## src/rtl/rtc_pkg.sv

```systemverilog
package rtc_pkg;

  localparam logic [3:0] A_SEC  = 4'd0;
  localparam logic [3:0] A_MIN  = 4'd1;
  localparam logic [3:0] A_HOUR = 4'd2;
  localparam logic [3:0] A_DOW  = 4'd3;
  localparam logic [3:0] A_DATE = 4'd4;
  localparam logic [3:0] A_MON  = 4'd5;
  localparam logic [3:0] A_YEAR = 4'd6;
  localparam logic [3:0] A_CTRL = 4'd7;
  localparam logic [3:0] A_STAT = 4'd8;

  localparam int RATE_W = 2;

  typedef struct packed {
    logic       carry;
    logic [7:0] val;
  } bcd_step_t;

  // one BCD increment of a two-digit value
  function automatic logic [7:0] bcd_inc(input logic [7:0] v);
    if (v[3:0] == 4'd9) return {v[7:4] + 4'd1, 4'd0};
    else                return {v[7:4], v[3:0] + 4'd1};
  endfunction

  // increment with wrap from 'last' to 'first'
  function automatic bcd_step_t bcd_wrap(input logic [7:0] v, input logic [7:0] last,
                                         input logic [7:0] first);
    bcd_step_t r;
    r.carry = (v == last);
    r.val   = r.carry ? first : bcd_inc(v);
    return r;
  endfunction

  function automatic logic [6:0] bcd_to_bin(input logic [7:0] v);
    return 7'(v[7:4]) * 7'd10 + 7'(v[3:0]);
  endfunction

  function automatic logic leap_year(input logic [7:0] yr);
    return (bcd_to_bin(yr) % 7'd4) == 7'd0;
  endfunction

  // last valid BCD date of a month
  function automatic logic [7:0] month_end(input logic [4:0] mo, input logic [7:0] yr);
    case (mo)
      5'h02:                     return leap_year(yr) ? 8'h29 : 8'h28;
      5'h04, 5'h06, 5'h09, 5'h11: return 8'h30;
      default:                   return 8'h31;
    endcase
  endfunction

  // hour step; bit6 = 12-hour mode, bit5 = PM flag or tens bit
  function automatic bcd_step_t hour_advance(input logic [6:0] h);
    bcd_step_t  r;
    logic [7:0] hr12;
    logic       pm;
    if (!h[6]) begin
      r = bcd_wrap({2'b00, h[5:0]}, 8'h23, 8'h00);
    end else begin
      hr12    = {3'b000, h[4:0]};
      pm      = h[5];
      r.carry = 1'b0;
      if (hr12 == 8'h12) begin
        hr12 = 8'h01;
      end else if (hr12 == 8'h11) begin
        hr12    = 8'h12;
        r.carry = pm;
        pm      = ~pm;
      end else begin
        hr12 = bcd_inc(hr12);
      end
      r.val = {1'b0, 1'b1, pm, hr12[4:0]};
    end
    return r;
  endfunction

endpackage

```

## src/rtl/rtc_prescaler.sv

```systemverilog
module rtc_prescaler #(
  parameter int DIV_BITS = 15
) (
  input  logic                clk,
  input  logic                rst_n,
  input  logic                osc_phase,
  input  logic                halt,
  input  logic                div_clr,
  output logic [DIV_BITS-1:0] div_q,
  output logic                sec_tick
);
  localparam logic [DIV_BITS-1:0] DIV_LAST = '1;

  logic osc_d;
  logic osc_rise;
  logic cnt_en;

  assign osc_rise = osc_phase & ~osc_d;
  assign cnt_en   = osc_rise & ~halt;
  assign sec_tick = cnt_en & ~div_clr & (div_q == DIV_LAST);

  always_ff @(posedge clk) begin
    if (!rst_n) begin
      osc_d <= 1'b0;
      div_q <= '0;
    end else begin
      osc_d <= osc_phase;
      if (div_clr)     div_q <= '0;
      else if (cnt_en) div_q <= div_q + 1'b1;
    end
  end
endmodule

```

## src/rtl/rtc_ctrl.sv

```systemverilog
module rtc_ctrl
  import rtc_pkg::*;
(
  input  logic              clk,
  input  logic              rst_n,
  input  logic              ctrl_wr,
  input  logic              stat_wr,
  input  logic              wr_halt,
  input  logic [RATE_W-1:0] wr_rate,
  output logic              halt_q,
  output logic [RATE_W-1:0] rate_q,
  output logic              stop_flag_q
);
  always_ff @(posedge clk) begin
    if (!rst_n) begin
      halt_q      <= 1'b0;
      rate_q      <= '1;
      stop_flag_q <= 1'b1;
    end else begin
      if (ctrl_wr) begin
        halt_q <= wr_halt;
        rate_q <= wr_rate;
        if (wr_halt && !halt_q) stop_flag_q <= 1'b1;
      end
      // wr_halt carries data bit 7 for the status address as well
      if (stat_wr && !wr_halt) stop_flag_q <= 1'b0;
    end
  end
endmodule

```

## src/rtl/rtc_sqw_mux.sv

```systemverilog
module rtc_sqw_mux
  import rtc_pkg::*;
(
  input  logic [2:0]        taps,
  input  logic              osc_phase,
  input  logic [RATE_W-1:0] rate,
  input  logic              halt,
  output logic              sqw
);
  logic sel;

  always_comb begin
    case (rate)
      2'b00:   sel = taps[2];
      2'b01:   sel = taps[1];
      2'b10:   sel = taps[0];
      default: sel = osc_phase;
    endcase
  end

  assign sqw = sel & ~halt;
endmodule

```

## src/rtl/rtc_calendar.sv

```systemverilog
module rtc_calendar
  import rtc_pkg::*;
(
  input  logic       clk,
  input  logic       rst_n,
  input  logic       wr_en,
  input  logic [3:0] wr_addr,
  input  logic [7:0] wr_data,
  input  logic       sec_tick,
  output logic       cal_adv,
  output logic [7:0] sec_q,
  output logic [7:0] min_q,
  output logic [7:0] hour_q,
  output logic [7:0] dow_q,
  output logic [7:0] date_q,
  output logic [7:0] mon_q,
  output logic [7:0] year_q
);
  logic      pend_q;
  logic      sec_wr;
  bcd_step_t s_sec, s_min, s_hr, s_date, s_mon, s_yr;
  logic      roll_min, roll_hr, roll_day, roll_mon, roll_yr, cent_flip;
  logic [7:0] dow_nx, mon_nx;

  assign sec_wr  = wr_en && (wr_addr == A_SEC);
  // a tick that meets a host write is held one cycle
  assign cal_adv = (sec_tick | pend_q) & ~wr_en;

  always_comb begin
    s_sec  = bcd_wrap(sec_q, 8'h59, 8'h00);
    s_min  = bcd_wrap(min_q, 8'h59, 8'h00);
    s_hr   = hour_advance(hour_q[6:0]);
    s_date = bcd_wrap(date_q, month_end(mon_q[4:0], year_q), 8'h01);
    s_mon  = bcd_wrap({3'b000, mon_q[4:0]}, 8'h12, 8'h01);
    s_yr   = bcd_wrap(year_q, 8'h99, 8'h00);

    roll_min  = s_sec.carry;
    roll_hr   = roll_min & s_min.carry;
    roll_day  = roll_hr & s_hr.carry;
    roll_mon  = roll_day & s_date.carry;
    roll_yr   = roll_mon & s_mon.carry;
    cent_flip = roll_yr & s_yr.carry;

    dow_nx = (dow_q == 8'd7) ? 8'd1 : dow_q + 8'd1;
    mon_nx = s_mon.val | {mon_q[7] ^ cent_flip, 7'b0};
  end

  always_ff @(posedge clk) begin
    if (!rst_n) begin
      pend_q <= 1'b0;
      sec_q  <= 8'h00;
      min_q  <= 8'h00;
      hour_q <= 8'h00;
      dow_q  <= 8'h01;
      date_q <= 8'h01;
      mon_q  <= 8'h01;
      year_q <= 8'h00;
    end else begin
      pend_q <= (sec_tick | pend_q) & wr_en & ~sec_wr;
      if (wr_en) begin
        case (wr_addr)
          A_SEC:   sec_q  <= {1'b0, wr_data[6:0]};
          A_MIN:   min_q  <= {1'b0, wr_data[6:0]};
          A_HOUR:  hour_q <= {1'b0, wr_data[6:0]};
          A_DOW:   dow_q  <= {5'b0, wr_data[2:0]};
          A_DATE:  date_q <= {2'b0, wr_data[5:0]};
          A_MON:   mon_q  <= {wr_data[7], 2'b0, wr_data[4:0]};
          A_YEAR:  year_q <= wr_data;
          default: ;
        endcase
      end else if (cal_adv) begin
        sec_q <= s_sec.val;
        if (roll_min) min_q <= s_min.val;
        if (roll_hr)  hour_q <= s_hr.val;
        if (roll_day) begin
          dow_q  <= dow_nx;
          date_q <= s_date.val;
        end
        if (roll_mon) mon_q <= mon_nx;
        if (roll_yr)  year_q <= s_yr.val;
      end
    end
  end
endmodule

```

## src/rtl/bcd_rtc_core.sv

```systemverilog
module bcd_rtc_core
  import rtc_pkg::*;
#(
  parameter int DIV_BITS = 15
) (
  input  logic       clk,
  input  logic       rst_n,
  input  logic       osc_phase,
  input  logic       wr_en,
  input  logic [3:0] wr_addr,
  input  logic [7:0] wr_data,
  input  logic [3:0] rd_addr,
  output logic [7:0] rd_data,
  output logic       sqw_out
);
  // DIV_BITS must be at least 4 so the 1 Hz tap is above the fixed taps
  logic [DIV_BITS-1:0] div_q;
  logic                sec_tick;
  logic                cal_adv;
  logic                halt_q;
  logic [RATE_W-1:0]   rate_q;
  logic                stop_flag_q;
  logic [7:0]          sec_q, min_q, hour_q, dow_q, date_q, mon_q, year_q;
  logic [2:0]          sqw_taps;
  logic                div_clr, ctrl_wr, stat_wr;

  assign div_clr  = wr_en && (wr_addr == A_SEC);
  assign ctrl_wr  = wr_en && (wr_addr == A_CTRL);
  assign stat_wr  = wr_en && (wr_addr == A_STAT);
  assign sqw_taps = {div_q[DIV_BITS-1], div_q[2], div_q[1]};

  rtc_prescaler #(.DIV_BITS(DIV_BITS)) u_pre (
    .clk(clk), .rst_n(rst_n), .osc_phase(osc_phase), .halt(halt_q),
    .div_clr(div_clr), .div_q(div_q), .sec_tick(sec_tick)
  );

  rtc_ctrl u_ctrl (
    .clk(clk), .rst_n(rst_n), .ctrl_wr(ctrl_wr), .stat_wr(stat_wr),
    .wr_halt(wr_data[7]), .wr_rate(wr_data[RATE_W-1:0]),
    .halt_q(halt_q), .rate_q(rate_q), .stop_flag_q(stop_flag_q)
  );

  rtc_calendar u_cal (
    .clk(clk), .rst_n(rst_n), .wr_en(wr_en), .wr_addr(wr_addr), .wr_data(wr_data),
    .sec_tick(sec_tick), .cal_adv(cal_adv),
    .sec_q(sec_q), .min_q(min_q), .hour_q(hour_q), .dow_q(dow_q),
    .date_q(date_q), .mon_q(mon_q), .year_q(year_q)
  );

  rtc_sqw_mux u_sqw (
    .taps(sqw_taps), .osc_phase(osc_phase), .rate(rate_q), .halt(halt_q), .sqw(sqw_out)
  );

  always_comb begin
    case (rd_addr)
      A_SEC:   rd_data = sec_q;
      A_MIN:   rd_data = min_q;
      A_HOUR:  rd_data = hour_q;
      A_DOW:   rd_data = dow_q;
      A_DATE:  rd_data = date_q;
      A_MON:   rd_data = mon_q;
      A_YEAR:  rd_data = year_q;
      A_CTRL:  rd_data = {halt_q, 5'b0, rate_q};
      A_STAT:  rd_data = {stop_flag_q, 7'b0};
      default: rd_data = 8'h00;
    endcase
  end
endmodule

```

## config.mk

```make
export PLATFORM = sky130hd
export DESIGN_NAME = bcd_rtc_core
export DESIGN_NICKNAME = d
export VERILOG_FILES = /design/src/rtl/rtc_pkg.sv /design/src/rtl/rtc_prescaler.sv /design/src/rtl/rtc_ctrl.sv /design/src/rtl/rtc_sqw_mux.sv /design/src/rtl/rtc_calendar.sv /design/src/rtl/bcd_rtc_core.sv
export SDC_FILE = /design/constraint.sdc
export NUM_CORES = 1
export LEC_CHECK = 0
export BUFFER_PORTS_ARGS = -buffer_cell sky130_fd_sc_hd__buf_2
export CAP_MARGIN = 20
export CORE_MARGIN = 2
export CORE_UTILIZATION = 67
export DETAILED_ROUTE_END_ITERATION = 8
export PLACE_DENSITY = 0.86
export SLEW_MARGIN = 20
export SYNTH_ARGS = -nofsm -noshare
export SYNTH_HDL_FRONTEND = slang
export SYNTH_SLANG_ARGS = --single-unit
export TNS_END_PERCENT = 5
```

## constraint.sdc

```tcl
create_clock -name clk -period 6.32 [get_ports clk]
set_input_delay 0.316 -clock clk [delete_from_list [all_inputs] [get_ports clk]]
set_output_delay 0.316 -clock clk [all_outputs]
set_load 0.01 [all_outputs]
```

==> flow_summary.rst <==
.. list-table::
   :header-rows: 1

   * - Metric
     - Value
   * - Maximum number of pins on one net before global-route repair
     - 50
   * - Final Cycle Share
     - 0.454
   * - Top cells by area in the synthesized netlist
     - sky130_fd_sc_hd__dfxtp_1 29%, sky130_fd_sc_hd__a21oi_1 5.3%, sky130_fd_sc_hd__o21ai_0 4.8%
   * - Total Power Consumption
     - ~0.00096 W
   * - Setup TNS after final layout
     - 0 ns
   * - Number of buffers inserted during clock tree synthesis
     - 9
   * - Number of I/O pins
     - 29
   * - Gates resized, CTS repair
     - 0
   * - Longest Clk Path Bufs
     - 2
   * - Chip width
     - a little over 90 um
   * - Dpl cell area
     - roughly 5400 um2
   * - Clock tree sinks
     - 75
   * - Sequential cell area in the final layout
     - 1500 um2
   * - Crit end category
     - flop
   * - Clock tree from TritonCTS
     - done
   * - Most common flop cell mapped by yosys
     - sky130_fd_sc_hd__dfxtp_1
   * - Slew at the pin closest to its max-slew limit
     - roughly 0.84 ns
   * - GR Util All Layers
     - 0.369
   * - Most frequent cells after synthesis
     - 75 x sky130_fd_sc_hd__dfxtp_1, 66 x sky130_fd_sc_hd__nor2_1, 64 x sky130_fd_sc_hd__nand2_1
   * - Total core area
     - roughly 7600 um2
   * - Mean area per synthesized cell
     - around 7.8 um2
   * - Number of synthesis warnings
     - 0
   * - Max Freq
     - about 350 MHz
   * - Post-Syn Area
     - roughly 5200 um2
   * - Setup Skew
     - a little under 0.01 ns
   * - Wire length per cell
     - 19.6 um
   * - Vias per Instance
     - ~7.0
   * - Wire length of the first global-routing pass
     - between 20000 and 30000 um
   * - CP max FO
     - 7
   * - Finish-stage setup viols
     - 0
   * - Synth Instances
     - around 670
   * - Unrepaired setup endpoints after global routing
     - false
   * - Net total in the final layout
     - roughly 700
   * - Drt total wl
     - 15400 um
   * - Data arrival time of the critical path
     - around 3.1 ns
   * - DRC viols
     - 0
   * - Antenna violation net count after detailed routing
     - 0
   * - Number of hold-slack violations in the final timing report
     - 0
   * - Post-Synthesis Net Count
     - between 700 and 800
   * - Fraction of layout instances using a drive strength above 1
     - 0.113
   * - DRC violation total after the first TritonRoute iteration
     - 649
   * - Via count of the first global-routing pass
     - 4929
   * - Setup fix buffers added after clock tree synthesis
     - 0
   * - Initial antenna violation count
     - 1
   * - Synth async-reset ratio
     - 0
   * - Min-Delay Path Depth
     - 3
   * - Full die area
     - 8560 um2
   * - Area of the multi-input gates
     - around 3500 um2
   * - Max-slew violations
     - 0
   * - Worst Setup Start Kind
     - flop
   * - Number of enable flip-flop cells after synthesis
     - 0
   * - Register clock-pin slew on the reported worst setup and hold paths
     - 0.10 ns
   * - Synthesis-stage register bit count
     - 75
   * - Leakage Power
     - between 1.5 and 2 nW
   * - Aggregate global routing overflow
     - 0
   * - Cell chosen for the clock root
     - sky130_fd_sc_hd__clkbuf_8
   * - Clock latency reported for the late side of the worst-skew pair
     - between 0.3 and 0.4 ns
   * - Max VDD drop
     - approximately 0.16 mV
   * - Result of the run
     - complete, no violations
   * - Count of fill cells added during filler insertion
     - ~630
   * - Final HPWL DP
     - 10900 um
   * - First-pass detailed-route iteration total
     - 9
   * - Area Growth Syn to Fin
     - 6.34%
   * - Crit path time final
     - about 2.9 ns
   * - Y dimension of the die
     - a little over 90 um
   * - PD cells
     - ~170 nW/um2
   * - Total inserted antenna cells
     - 0
   * - Number of library cell types mapped by synthesis
     - 82
   * - Worst hold slack
     - approximately 0.19 ns
   * - Cell Rows
     - 32
   * - Fraction of the yosys area taken by sequential cells
     - 0.286
   * - Worst relative slew slack
     - 0.441
   * - Total via count in the routed design
     - between 5000 and 6000
   * - Startpoint-to-endpoint class of the critical path
     - reg -> reg
   * - Portion of synthesized cell area occupied by the leading cell type
     - 0.286
   * - Worst path required time
     - about 6.6 ns
   * - # Max-Cap Violations
     - 0
   * - Starting Density
     - 0.686
   * - HP Class
     - in -> reg
   * - Area leader, netlist
     - sky130_fd_sc_hd__dfxtp_1
   * - Number of buffers inserted by port buffering
     - 28
   * - Post-route standard cell area excluding fillers
     - between 5000 and 6000 um2
   * - Dominant cell by count in the synthesized netlist
     - sky130_fd_sc_hd__dfxtp_1
   * - CTS Hold Buffers Added
     - 0
   * - Level count of the clock H-tree
     - 3
   * - Last weighted congestion value of the routability-driven placer
     - ~0.96
   * - Utilization after layout
     - 0.730
   * - Number of cells traversed by the worst register-to-register path
     - 7
-- metrics by stage --
stage | worst slack, ns | cells
3_5_place_dp | 3.00 | 768
3_3_place_gp | 3.14 | 768
2_1_floorplan | 3.96 | 671
6_report | 3.45 | 784
4_1_cts | 3.36 | 784
5_1_grt | 3.27 | 784
-- sequential cells by signal, summed over array words and instances, names as in the netlist --
| signal | flops |
|---|---|
| u_cal.sec_q | 8 |
| u_ctrl.halt_q | 1 |
| u_pre.osc_d | 1 |
| u_cal.date_q | 8 |
| u_ctrl.stop_flag_q | 1 |
| u_cal.pend_q | 1 |
| u_cal.dow_q | 8 |
| u_cal.hour_q | 7 |
| u_cal.mon_q | 7 |
| u_cal.year_q | 8 |
| u_pre.div_q | 15 |
| u_ctrl.rate_q | 2 |
| u_cal.min_q | 8 |
-- critical path, cell delays in order, from the launching register on --
cell and delay, ns:
sky130_fd_sc_hd__dfxtp_1 0.47, sky130_fd_sc_hd__ha_1 0.19, sky130_fd_sc_hd__or3b_4 0.38, sky130_fd_sc_hd__nor3_2 0.37, sky130_fd_sc_hd__o21ai_1 0.28, sky130_fd_sc_hd__nor4_4 0.45, sky130_fd_sc_hd__nor2_1 0.16, sky130_fd_sc_hd__o41a_1 0.45
-- logic make-up (layout without fill, tap and decap cells) --
logic type | Yosys count | after routing | share of synthesized area
flops | 75 | 75 | 0.286
xor+xnor | 15 | 15 | 0.0250
buf+inv | 59 | 70 | 0.0446
simple gates | 276 | 276 | 0.283
fa+ha+maj | 15 | 15 | 0.0358
mux | 30 | 30 | 0.0701
compound gates | 201 | 201 | 0.255
-- worst paths after layout --
path              startpoint               end  slack [ns]
max reg2reg  u_cal.hour_q[5]    u_cal.mon_q[7]        3.45
max          u_cal.hour_q[5]    u_cal.mon_q[7]        3.45
min reg2reg  u_pre.div_q[12]   u_pre.div_q[12]        0.51
min               wr_data[1]  u_ctrl.rate_q[1]        0.19
-- final cells by class --
class / count / area share
inverters: 24 / 0.0161
well taps: 102 / 0.0229
clock buffers: 9 / 0.0222
repair buffers: 30 / 0.0278
multi-input cells: 537 / 0.630
flip-flops and latches: 75 / 0.269
clock inverters: 7 / 0.0119
-- per-layer routing --
| metal | GRT usage | vias to the layer above | wire length [um] |
|---|---|---|---|
| met2 | 0.555 | 372 | 6490 |
| met5 | 0 | - | 13 |
| met4 | 0.165 | 2 | 826 |
| met1 | 0.491 | 2490 | 5990 |
| met3 | 0.108 | 80 | 2030 |
| li1 | - | 2511 | - |
-- placed cells by master (no fill, tap or decap), types with 9 or more instances in the layout --
| master | Yosys | layout |
|---|---|---|
| sky130_fd_sc_hd__dfxtp_1 | 75 | 75 |
| sky130_fd_sc_hd__nor2_1 | 66 | 66 |
| sky130_fd_sc_hd__nand2_1 | 64 | 64 |
| sky130_fd_sc_hd__a21oi_1 | 56 | 55 |
| sky130_fd_sc_hd__o21ai_0 | 50 | 50 |
| sky130_fd_sc_hd__buf_2 | 4 | 28 |
| sky130_fd_sc_hd__nand3_1 | 24 | 24 |
| sky130_fd_sc_hd__inv_1 | 23 | 23 |
| sky130_fd_sc_hd__mux2i_1 | 21 | 21 |
| sky130_fd_sc_hd__nor3_1 | 21 | 21 |
| sky130_fd_sc_hd__ha_1 | 15 | 15 |
| sky130_fd_sc_hd__nor2b_1 | 11 | 11 |
| sky130_fd_sc_hd__nand4_1 | 10 | 10 |
| sky130_fd_sc_hd__nand2b_1 | 10 | 10 |
| sky130_fd_sc_hd__or4_1 | 9 | 9 |
| sky130_fd_sc_hd__clkbuf_8 | 0 | 9 |
-- power breakdown --
group,internal (W),total (W),switching (W)
combinational,0.0000340,0.000104,0.0000698
clock,0.000153,0.000367,0.000214
sequential,0.000477,0.000487,0.00000928
(Power assumes the default switching activity.)
